<file path="src/rtl/ctl_seq_pkg.sv">
package ctl_seq_pkg;

    localparam int OPC_W     = 8;
    localparam int NUM_INSTR = 8;
    localparam int IX_STORE  = 3;

    typedef enum logic [2:0] {
        ST_FETCH_ADDR = 3'd0,
        ST_FETCH_READ = 3'd1,
        ST_LOAD_IR    = 3'd2,
        ST_DECODE     = 3'd3,
        ST_OPND_ADDR  = 3'd4,
        ST_OPND_READ  = 3'd5,
        ST_EXECUTE    = 3'd6
    } seq_state_e;

    typedef enum logic [1:0] {
        CLS_NONE = 2'd0,
        CLS_READ = 2'd1,
        CLS_ADDR = 2'd2
    } opnd_cls_e;

    // opcode assigned to each one-hot position
    function automatic logic [OPC_W-1:0] opc_of(input int idx);
        case (idx)
            0:       return 8'h10; // LOAD
            1:       return 8'h11; // ADD
            2:       return 8'h12; // SUB
            3:       return 8'h20; // STORE
            4:       return 8'h21; // JUMP
            5:       return 8'h30; // CLEAR
            6:       return 8'h31; // NEGATE
            default: return 8'h3F; // NOP
        endcase
    endfunction

    function automatic opnd_cls_e cls_of(input int idx);
        if (idx <= 2)      return CLS_READ;
        else if (idx <= 4) return CLS_ADDR;
        else               return CLS_NONE;
    endfunction

endpackage

</file>
<file path="src/rtl/ctl_opcode_decoder.sv">
module ctl_opcode_decoder
    import ctl_seq_pkg::*;
(
    input  logic [OPC_W-1:0]     opc,
    output logic [NUM_INSTR-1:0] hot,
    output logic                 cls_read,
    output logic                 cls_addr,
    output logic                 cls_none
);

    logic [NUM_INSTR-1:0] rd_bits;
    logic [NUM_INSTR-1:0] ad_bits;
    logic [NUM_INSTR-1:0] nn_bits;

    for (genvar i = 0; i < NUM_INSTR; i++) begin : g_line
        localparam logic [OPC_W-1:0] CODE = opc_of(i);
        localparam opnd_cls_e        CLS  = cls_of(i);
        assign hot[i]     = (opc == CODE);
        assign rd_bits[i] = hot[i] && (CLS == CLS_READ);
        assign ad_bits[i] = hot[i] && (CLS == CLS_ADDR);
        assign nn_bits[i] = hot[i] && (CLS == CLS_NONE);
    end

    assign cls_read = |rd_bits;
    assign cls_addr = |ad_bits;
    assign cls_none = |nn_bits;

endmodule

</file>
<file path="src/rtl/ctl_settle_timer.sv">
module ctl_settle_timer #(
    parameter int SETTLE_CYC = 3
) (
    input  logic clk,
    input  logic rst_n,
    output logic first,
    output logic last
);

    if (SETTLE_CYC <= 1) begin : g_single
        assign first = 1'b1;
        assign last  = 1'b1;
    end else begin : g_count
        localparam int CW = $clog2(SETTLE_CYC);
        localparam logic [CW-1:0] LAST_V = CW'(SETTLE_CYC - 1);
        logic [CW-1:0] cnt;

        always_ff @(posedge clk or negedge rst_n) begin
            if (!rst_n)    cnt <= '0;
            else if (last) cnt <= '0;
            else           cnt <= cnt + 1'b1;
        end

        assign first = (cnt == '0);
        assign last  = (cnt == LAST_V);
    end

endmodule

</file>
<file path="src/rtl/ctl_seq_fsm.sv">
module ctl_seq_fsm
    import ctl_seq_pkg::*;
(
    input  logic                 clk,
    input  logic                 rst_n,
    input  logic                 first,
    input  logic                 last,
    input  logic [NUM_INSTR-1:0] hot,
    input  logic                 cls_read,
    input  logic                 cls_addr,
    input  logic                 cls_none,
    output logic                 pc_to_mar,
    output logic                 mem_en,
    output logic                 mem_we,
    output logic                 mbr_to_ir,
    output logic                 ir_to_mar,
    output logic                 pc_inc,
    output logic [NUM_INSTR-1:0] exec_stb
);

    seq_state_e state, state_nx;

    always_comb begin
        state_nx = state;
        if (last) begin
            unique case (state)
                ST_FETCH_ADDR: state_nx = ST_FETCH_READ;
                ST_FETCH_READ: state_nx = ST_LOAD_IR;
                ST_LOAD_IR:    state_nx = ST_DECODE;
                ST_DECODE: begin
                    if (cls_read || cls_addr) state_nx = ST_OPND_ADDR;
                    else if (cls_none)        state_nx = ST_EXECUTE;
                    else                      state_nx = ST_FETCH_ADDR;
                end
                ST_OPND_ADDR:  state_nx = cls_read ? ST_OPND_READ : ST_EXECUTE;
                ST_OPND_READ:  state_nx = ST_EXECUTE;
                ST_EXECUTE:    state_nx = ST_FETCH_ADDR;
                default:       state_nx = ST_FETCH_ADDR;
            endcase
        end
    end

    always_ff @(posedge clk or negedge rst_n) begin
        if (!rst_n) state <= ST_FETCH_ADDR;
        else        state <= state_nx;
    end

    always_comb begin
        logic in_exec;
        in_exec   = (state == ST_EXECUTE) && first;
        pc_to_mar = (state == ST_FETCH_ADDR) && first;
        mbr_to_ir = (state == ST_LOAD_IR) && first;
        pc_inc    = (state == ST_LOAD_IR) && first;
        ir_to_mar = (state == ST_OPND_ADDR) && first;
        mem_we    = in_exec && hot[IX_STORE];
        mem_en    = (((state == ST_FETCH_READ) || (state == ST_OPND_READ)) && first)
                    || mem_we;
        exec_stb  = hot & {NUM_INSTR{in_exec}};
    end

endmodule

</file>
<file path="src/rtl/ctl_sequencer.sv">
module ctl_sequencer
    import ctl_seq_pkg::*;
#(
    parameter int IR_W       = 16,
    parameter int SETTLE_CYC = 3
) (
    input  logic                 clk,
    input  logic                 rst_n,
    input  logic [IR_W-1:0]      ir,
    output logic                 pc_to_mar,
    output logic                 mem_en,
    output logic                 mem_we,
    output logic                 mbr_to_ir,
    output logic                 ir_to_mar,
    output logic                 pc_inc,
    output logic [NUM_INSTR-1:0] exec_stb
);

    localparam int LOW_W = IR_W - OPC_W;

    logic [OPC_W-1:0]     opc;
    logic [NUM_INSTR-1:0] hot;
    logic                 cls_read, cls_addr, cls_none;
    logic                 first, last;
    logic                 unused_ir_low;

    assign opc           = ir[IR_W-1 -: OPC_W];
    assign unused_ir_low = ^ir[LOW_W-1:0];

    ctl_opcode_decoder u_dec (
        .opc      (opc),
        .hot      (hot),
        .cls_read (cls_read),
        .cls_addr (cls_addr),
        .cls_none (cls_none)
    );

    ctl_settle_timer #(.SETTLE_CYC(SETTLE_CYC)) u_tmr (
        .clk   (clk),
        .rst_n (rst_n),
        .first (first),
        .last  (last)
    );

    ctl_seq_fsm u_fsm (
        .clk       (clk),
        .rst_n     (rst_n),
        .first     (first),
        .last      (last),
        .hot       (hot),
        .cls_read  (cls_read),
        .cls_addr  (cls_addr),
        .cls_none  (cls_none),
        .pc_to_mar (pc_to_mar),
        .mem_en    (mem_en),
        .mem_we    (mem_we),
        .mbr_to_ir (mbr_to_ir),
        .ir_to_mar (ir_to_mar),
        .pc_inc    (pc_inc),
        .exec_stb  (exec_stb)
    );

endmodule

</file>
<file path="config.mk">
export PLATFORM = sky130hd
export DESIGN_NAME = ctl_sequencer
export DESIGN_NICKNAME = d
export VERILOG_FILES = /design/src/rtl/ctl_seq_pkg.sv /design/src/rtl/ctl_opcode_decoder.sv /design/src/rtl/ctl_settle_timer.sv /design/src/rtl/ctl_seq_fsm.sv /design/src/rtl/ctl_sequencer.sv
export SDC_FILE = /design/constraint.sdc
export NUM_CORES = 1
export LEC_CHECK = 0
export BUFFER_PORTS_ARGS = -buffer_cell sky130_fd_sc_hd__buf_4
export CAP_MARGIN = 40
export CORE_UTILIZATION = 36
export CTS_BUF_LIST = sky130_fd_sc_hd__clkbuf_16
export DETAILED_ROUTE_END_ITERATION = 16
export GPL_ROUTABILITY_DRIVEN = 0
export GPL_TIMING_DRIVEN = 1
export PLACE_DENSITY = 0.73
export SYNTH_ARGS = -nofsm -noshare
export SYNTH_HDL_FRONTEND = slang
export SYNTH_HIERARCHICAL = 1
export SYNTH_SLANG_ARGS = --single-unit
</file>
<file path="constraint.sdc">
create_clock -name clk -period 1.35 [get_ports clk]
set_clock_uncertainty 0.2 [all_clocks]
set_input_delay 0.135 -clock clk [delete_from_list [all_inputs] [get_ports clk]]
set_output_delay 0.135 -clock clk [all_outputs]
set_load 0.05 [all_outputs]
</file>
==> results.txt, run 1 <==
The sequential element share of the synthesized area came out at between 20% and 30%. The setup fix buffers added after clock tree synthesis is 5. The synthesized net count is between 70 and 80.

The post-detailed-placement half-perimeter wirelength came out at approximately 1300 um. The synthesized netlist cell count is 60. The number of enable-type register cells in the synthesized netlist came out at 0. The floorplan step set the die height to ~40 um.

The run stopped with a tool error. The number of buffers inserted during clock tree synthesis is 3. The hold buffer count at CTS came out at 1. The synthesized area per cell is around 8.2 um^2. In the synthesized netlist the dominant register cell turns out to be sky130_fd_sc_hd__dfrtp_1.

The count of placed standard cells including taps is roughly 120. The count of boundary I/O pins came out at 32. The cell sitting at the root of the clock tree is a sky130_fd_sc_hd__clkbuf_16. Counting flops and latches in the post-synthesis netlist gives 5. The number of buffers on the longest clock path came out at 2.

The H-tree depth reported by CTS is 1. The starting density of the core is approximately two fifths. The die width is 39.1 um.

In this run, distinct cell masters in the synthesized netlist total 33. The CTS sink count is 5. The warning count from the yosys run is 6.

The synthesized netlist occupies a cell area of 494 um^2. The number of gates resized after CTS is 36. The tool reported: "[ERROR DPL-0038] Utilization greater than 100%, impossible to legalize".

The count of input and output buffers is 23. Counting flops with an async set or reset pin after synthesis yields a share of between 90% and 100%. The floorplan has 12 rows. The flow halted during clock tree synthesis (4_1_cts).
stage by stage:
stage | hold WS (ns) | setup slack [ns] | cell area [um^2]
global placement | -0.263 | -0.546 | 921
detailed placement | -0.258 | -0.610 | 921
floorplan | -0.361 | -0.417 | 589
synthesized netlist by cell type (2+ instances only):
cell | count | area, um^2
sky130_fd_sc_hd__and2b_2 | 2 | 17.5
sky130_fd_sc_hd__o211ai_1 | 2 | 15.0
sky130_fd_sc_hd__nor2b_1 | 2 | 12.5
sky130_fd_sc_hd__nor2_1 | 9 | 33.8
sky130_fd_sc_hd__buf_4 | 2 | 15.0
sky130_fd_sc_hd__or4b_1 | 2 | 20.0
sky130_fd_sc_hd__and2_1 | 8 | 50.1
sky130_fd_sc_hd__dfrtp_1 | 5 | 125
sky130_fd_sc_hd__inv_1 | 2 | 7.51
sky130_fd_sc_hd__and3_1 | 2 | 12.5
sky130_fd_sc_hd__nor3b_1 | 2 | 15.0
cell families after synthesis:
kind of cell    count (synthesis)  share of synthesized area (%)
simple gates                   40                           53.4
compound gates                 10                           15.9
buf+inv                         5                           5.32
flops                           5                           25.3
==> run 2: changes to the inputs <==
--- a/config.mk
+++ b/config.mk
@@ -7,12 +7,12 @@
 export LEC_CHECK = 0
 export BUFFER_PORTS_ARGS = -buffer_cell sky130_fd_sc_hd__buf_4
 export CAP_MARGIN = 40
-export CORE_UTILIZATION = 36
-export CTS_BUF_LIST = sky130_fd_sc_hd__clkbuf_16
+export CORE_AREA = 2 2 63 65
 export DETAILED_ROUTE_END_ITERATION = 16
+export DIE_AREA = 0 0 65 67
 export GPL_ROUTABILITY_DRIVEN = 0
 export GPL_TIMING_DRIVEN = 1
-export PLACE_DENSITY = 0.73
+export PLACE_DENSITY_LB_ADDON = 0.15
 export SYNTH_ARGS = -nofsm -noshare
 export SYNTH_HDL_FRONTEND = slang
 export SYNTH_HIERARCHICAL = 1
==> constraint.sdc (replaced) <==
create_clock -name clk -period 1.8 [get_ports clk]
set_clock_uncertainty 0.2 [all_clocks]
set_input_delay 0.18 -clock clk [delete_from_list [all_inputs] [get_ports clk]]
set_output_delay 0.18 -clock clk [all_outputs]
set_load 0.05 [all_outputs]
==> run 2 against run 1 <==
Net effect: the flow now finishes, with violations (setup timing); synthesized area stayed put; synthesized cell count stayed put.
==> results.txt, run 2 <==
The post-synthesis register bit count came out at 5. The initial utilization of the core area, before any placement, comes to 13.7%. The count of boundary I/O pins came out at 32. For this run, the number of Yosys warnings is 6.

The count of different cell masters after synthesis is 33. Relative to the synthesized area, the layout overhead comes to 108%. Global routing used under 10% of the available met3 tracks. The register with the most flip-flops in the layout has 3 of them. For the worst setup path, the data required time is approximately 1.4 ns. The worst hold margin is ~0.096 ns.

The setup slack at placement came out at -0.180 ns. The post-detailed-placement half-perimeter wirelength is about 1200 um. The overall fraction of global-route tracks in use came out at ~8%.

The commonest cells after synthesis are 9 x sky130_fd_sc_hd__nor2_1, 8 x sky130_fd_sc_hd__and2_1, 5 x sky130_fd_sc_hd__dfrtp_1. Of the cells placed in the final design, the portion with a size suffix greater than 1 is between 60% and 70%. The final sum of negative setup slack is -0.460 ns. The number of nets in the finished design is 120. At the pin with the least slew margin, the transition time is roughly 0.32 ns. The minimum clock period after layout came out at ~1.9 ns.

The count of input and output buffers is 23. In the routed design, unresolved DRC markers number 0. The number of buffers on the longest clock path came out at 2. The filler-free cell count of the finished design is between 100 and 150. The final reports fail on setup timing. The via count of the first global-routing pass is between 600 and 700. The routed design has 1580 um of wire. The cell row count is 22. The worst ir drop on vdd is ~0.00018 V. The run finished, with violations left. Leaving out fill and tap cells, the most frequent cell in the layout is sky130_fd_sc_hd__buf_4. The register with the most flip-flops is u_fsm/state. The first-pass iteration count of the detailed router is 2.

Based on the critical path, the design can be clocked at up to between 500 and 600 MHz. In the layout the commonest cells are 22 x sky130_fd_sc_hd__buf_4, 15 x sky130_fd_sc_hd__buf_6, 7 x sky130_fd_sc_hd__nor2_1, 6 x sky130_fd_sc_hd__and2_1, 5 x sky130_fd_sc_hd__dfrtp_1. The total power divided by cell area came out at about 470 nW/um^2. Counting every net in the synthesized netlist gives 78. The global-route congestion overflow total came out at 0.

The tool flagged a number of max-cap violations equal to 0. The area share of the largest cell type after synthesis came out at 25.3%. Dividing the synthesized area by the synthesized cell count gives between 8 and 9 um^2. From bottom edge to top edge, the die measures between 60 and 70 um. Setup repair after global routing could not meet its margin everywhere. In the final layout, the registers with the most flip-flops are u_fsm/state (3), u_tmr/g_count.cnt (2).

The proportion of register bits with asynchronous set or reset after synthesis came out at 100%. The largest net degree at the start of global routing came out at 10. The core utilization of the finished layout is ~28%. Measured against its own limit, the worst slew margin works out to roughly 79%. The initial antenna violation count came to 0. The type of the most critical hold path is in -> async.

The clock-pin slew on the worst setup and hold paths is 0.04 ns. The via total after detailed routing came out at approximately 600. The final worst setup slack is -0.0584 ns. The summed instance area of the synthesized netlist is ~490 um^2. For this block, the initial DRC count from the detailed router was 5. The category of the critical setup timing path is reg -> out. Of all cell types, the one taking the most synthesized area is sky130_fd_sc_hd__dfrtp_1. The reported leakage power is around 0.41 nW. The routed wire length per instance is 10.6 um. The clock net in this run drives a total of 5 sinks.

The data arrival time of the critical path came out at between 1 and 1.5 ns. The sequential element share of the synthesized area is between 20 and 30%. The count of placed standard cells including taps came out at approximately 140. The average vias per placed instance came out at between 4 and 5. Counting flops with a built-in enable in the synthesized netlist gives 0. The repair_antennas step left the layout with diodes totalling 0.

The max-slew violation total from the final report was 0. The most instantiated flip-flop cell in the synthesis netlist is sky130_fd_sc_hd__dfrtp_1. In this run the standard cell core region covers 3610 um^2. The maximum fanout count along the critical path came out at 8. Setup violations remaining at the end of the flow were counted as 10. The routing usage on met1 came out at just under 9%. TritonCTS built the clock tree. Once detail routing completed, the nets flagged for antenna violations numbered 0. STA classifies the critical path startpoint as a register. The layer with the highest usage after global routing is met2. The synthesized netlist cell count is 60.

The first-pass GRT wire length came out at between 2000 and 3000 um. The floorplan step defined a die boundary enclosing 4360 um^2. The fraction of the cycle the final worst path needs is 103%. The worst setup path is captured at a primary output. Counting the buffers created by CTS gives 3. The insertion delay to the later sink of the worst-skew pair came out at 0.22 ns. The library cell used as clock root buffer is sky130_fd_sc_hd__clkbuf_8. In this run the number of H-tree levels came out at 1. The leading cell type by number of instances after synthesis is sky130_fd_sc_hd__nor2_1. Ranked by total cell area, the synthesized netlist is headed by sky130_fd_sc_hd__dfrtp_1 25%, sky130_fd_sc_hd__and2_1 10%, sky130_fd_sc_hd__nor2_1 6.8%, sky130_fd_sc_hd__or4b_1 4.1%, sky130_fd_sc_hd__and2b_2 3.5%. The die width is ~65 um. The number of endpoints with negative hold slack in the final report came to 0. The global routing met2 resource utilization came out at 13.9%.
==> run 2: path summary, 6_finish.rpt <==
check	from	end	slack, ns	cells past startpoint
max reg2reg	u_tmr/g_count.cnt[0]	u_fsm/state[0]	0.32	5
max	u_tmr/g_count.cnt[1]	exec_stb[4]	-0.06	5
min in group clk	u_tmr/g_count.cnt[0]	u_tmr/g_count.cnt[0]	0.36	2
max in group asynchronous	rst_n	u_tmr/g_count.cnt[1]	1.20	2
min	rst_n	u_tmr/g_count.cnt[0]	0.1	2
min reg2reg	u_tmr/g_count.cnt[0]	u_tmr/g_count.cnt[0]	0.36	2
==> run 2: cell type report <==
class                   count  area, um^2
fillers                   385        2580
multi-input cells          50         414
repair buffers             40         374
flip-flops and latches      5         125
well taps                  48        60.1
clock buffers               3        41.3
inverters                   2        7.51
clock inverters             1        5.00
==> run 2: metal layers <==
layer | vias to the layer above | part of all wire [%]
li1 | 298 | -
met1 | 282 | 43
met2 | 22 | 49
met3 | 2 | 7.5
met4 | 0 | 0.63
met5 | - | 0
==> run 2: cell families after synthesis <==
family                 after synthesis  synth area share, %
buffers and inverters                5                 5.32
flip-flops                           5                 25.3
AO/OA/AOI/OAI                       10                 15.9
AND/OR/NAND/NOR                     40                 53.4
==> run 2: worst max-delay path, cell delays in order (launching register included) <==
cell and delay [ns]:
sky130_fd_sc_hd__dfrtp_1 0.39, sky130_fd_sc_hd__nor2_2 0.14, sky130_fd_sc_hd__nor2b_4 0.17, sky130_fd_sc_hd__and3_4 0.23, sky130_fd_sc_hd__and2_1 0.16, sky130_fd_sc_hd__buf_6 0.16
==> run 2: per-stage QoR <==
| stage | power, mW | cell area, um^2 |
|---|---|---|
| 6_report | 0.480 | 1030 |
| 4_1_cts | 0.489 | 970 |
| 2_1_floorplan | 0.199 | 523 |
| 3_3_place_gp | 0.264 | 842 |
| 3_5_place_dp | 0.261 | 842 |
| 5_1_grt | 0.517 | 1030 |
==> run 2: what timing repair did <==
item | CTS | global route
buffers inserted | 0 | 3
pin swaps | 7 | 7
setup endpoints to repair | 13 | 14
resized for setup | 22 | 9
hold endpoints to repair | 5 | 0
hold buffers | 1 | 0
==> run 2: power breakdown <==
group,switching (mW),internal [mW]
Sequential,0.0241,0.128
Combinational,0.0642,0.0547
Clock,0.0598,0.149
Total,0.148,0.332
No activity file was read; power rests on OpenSTA's default activity.
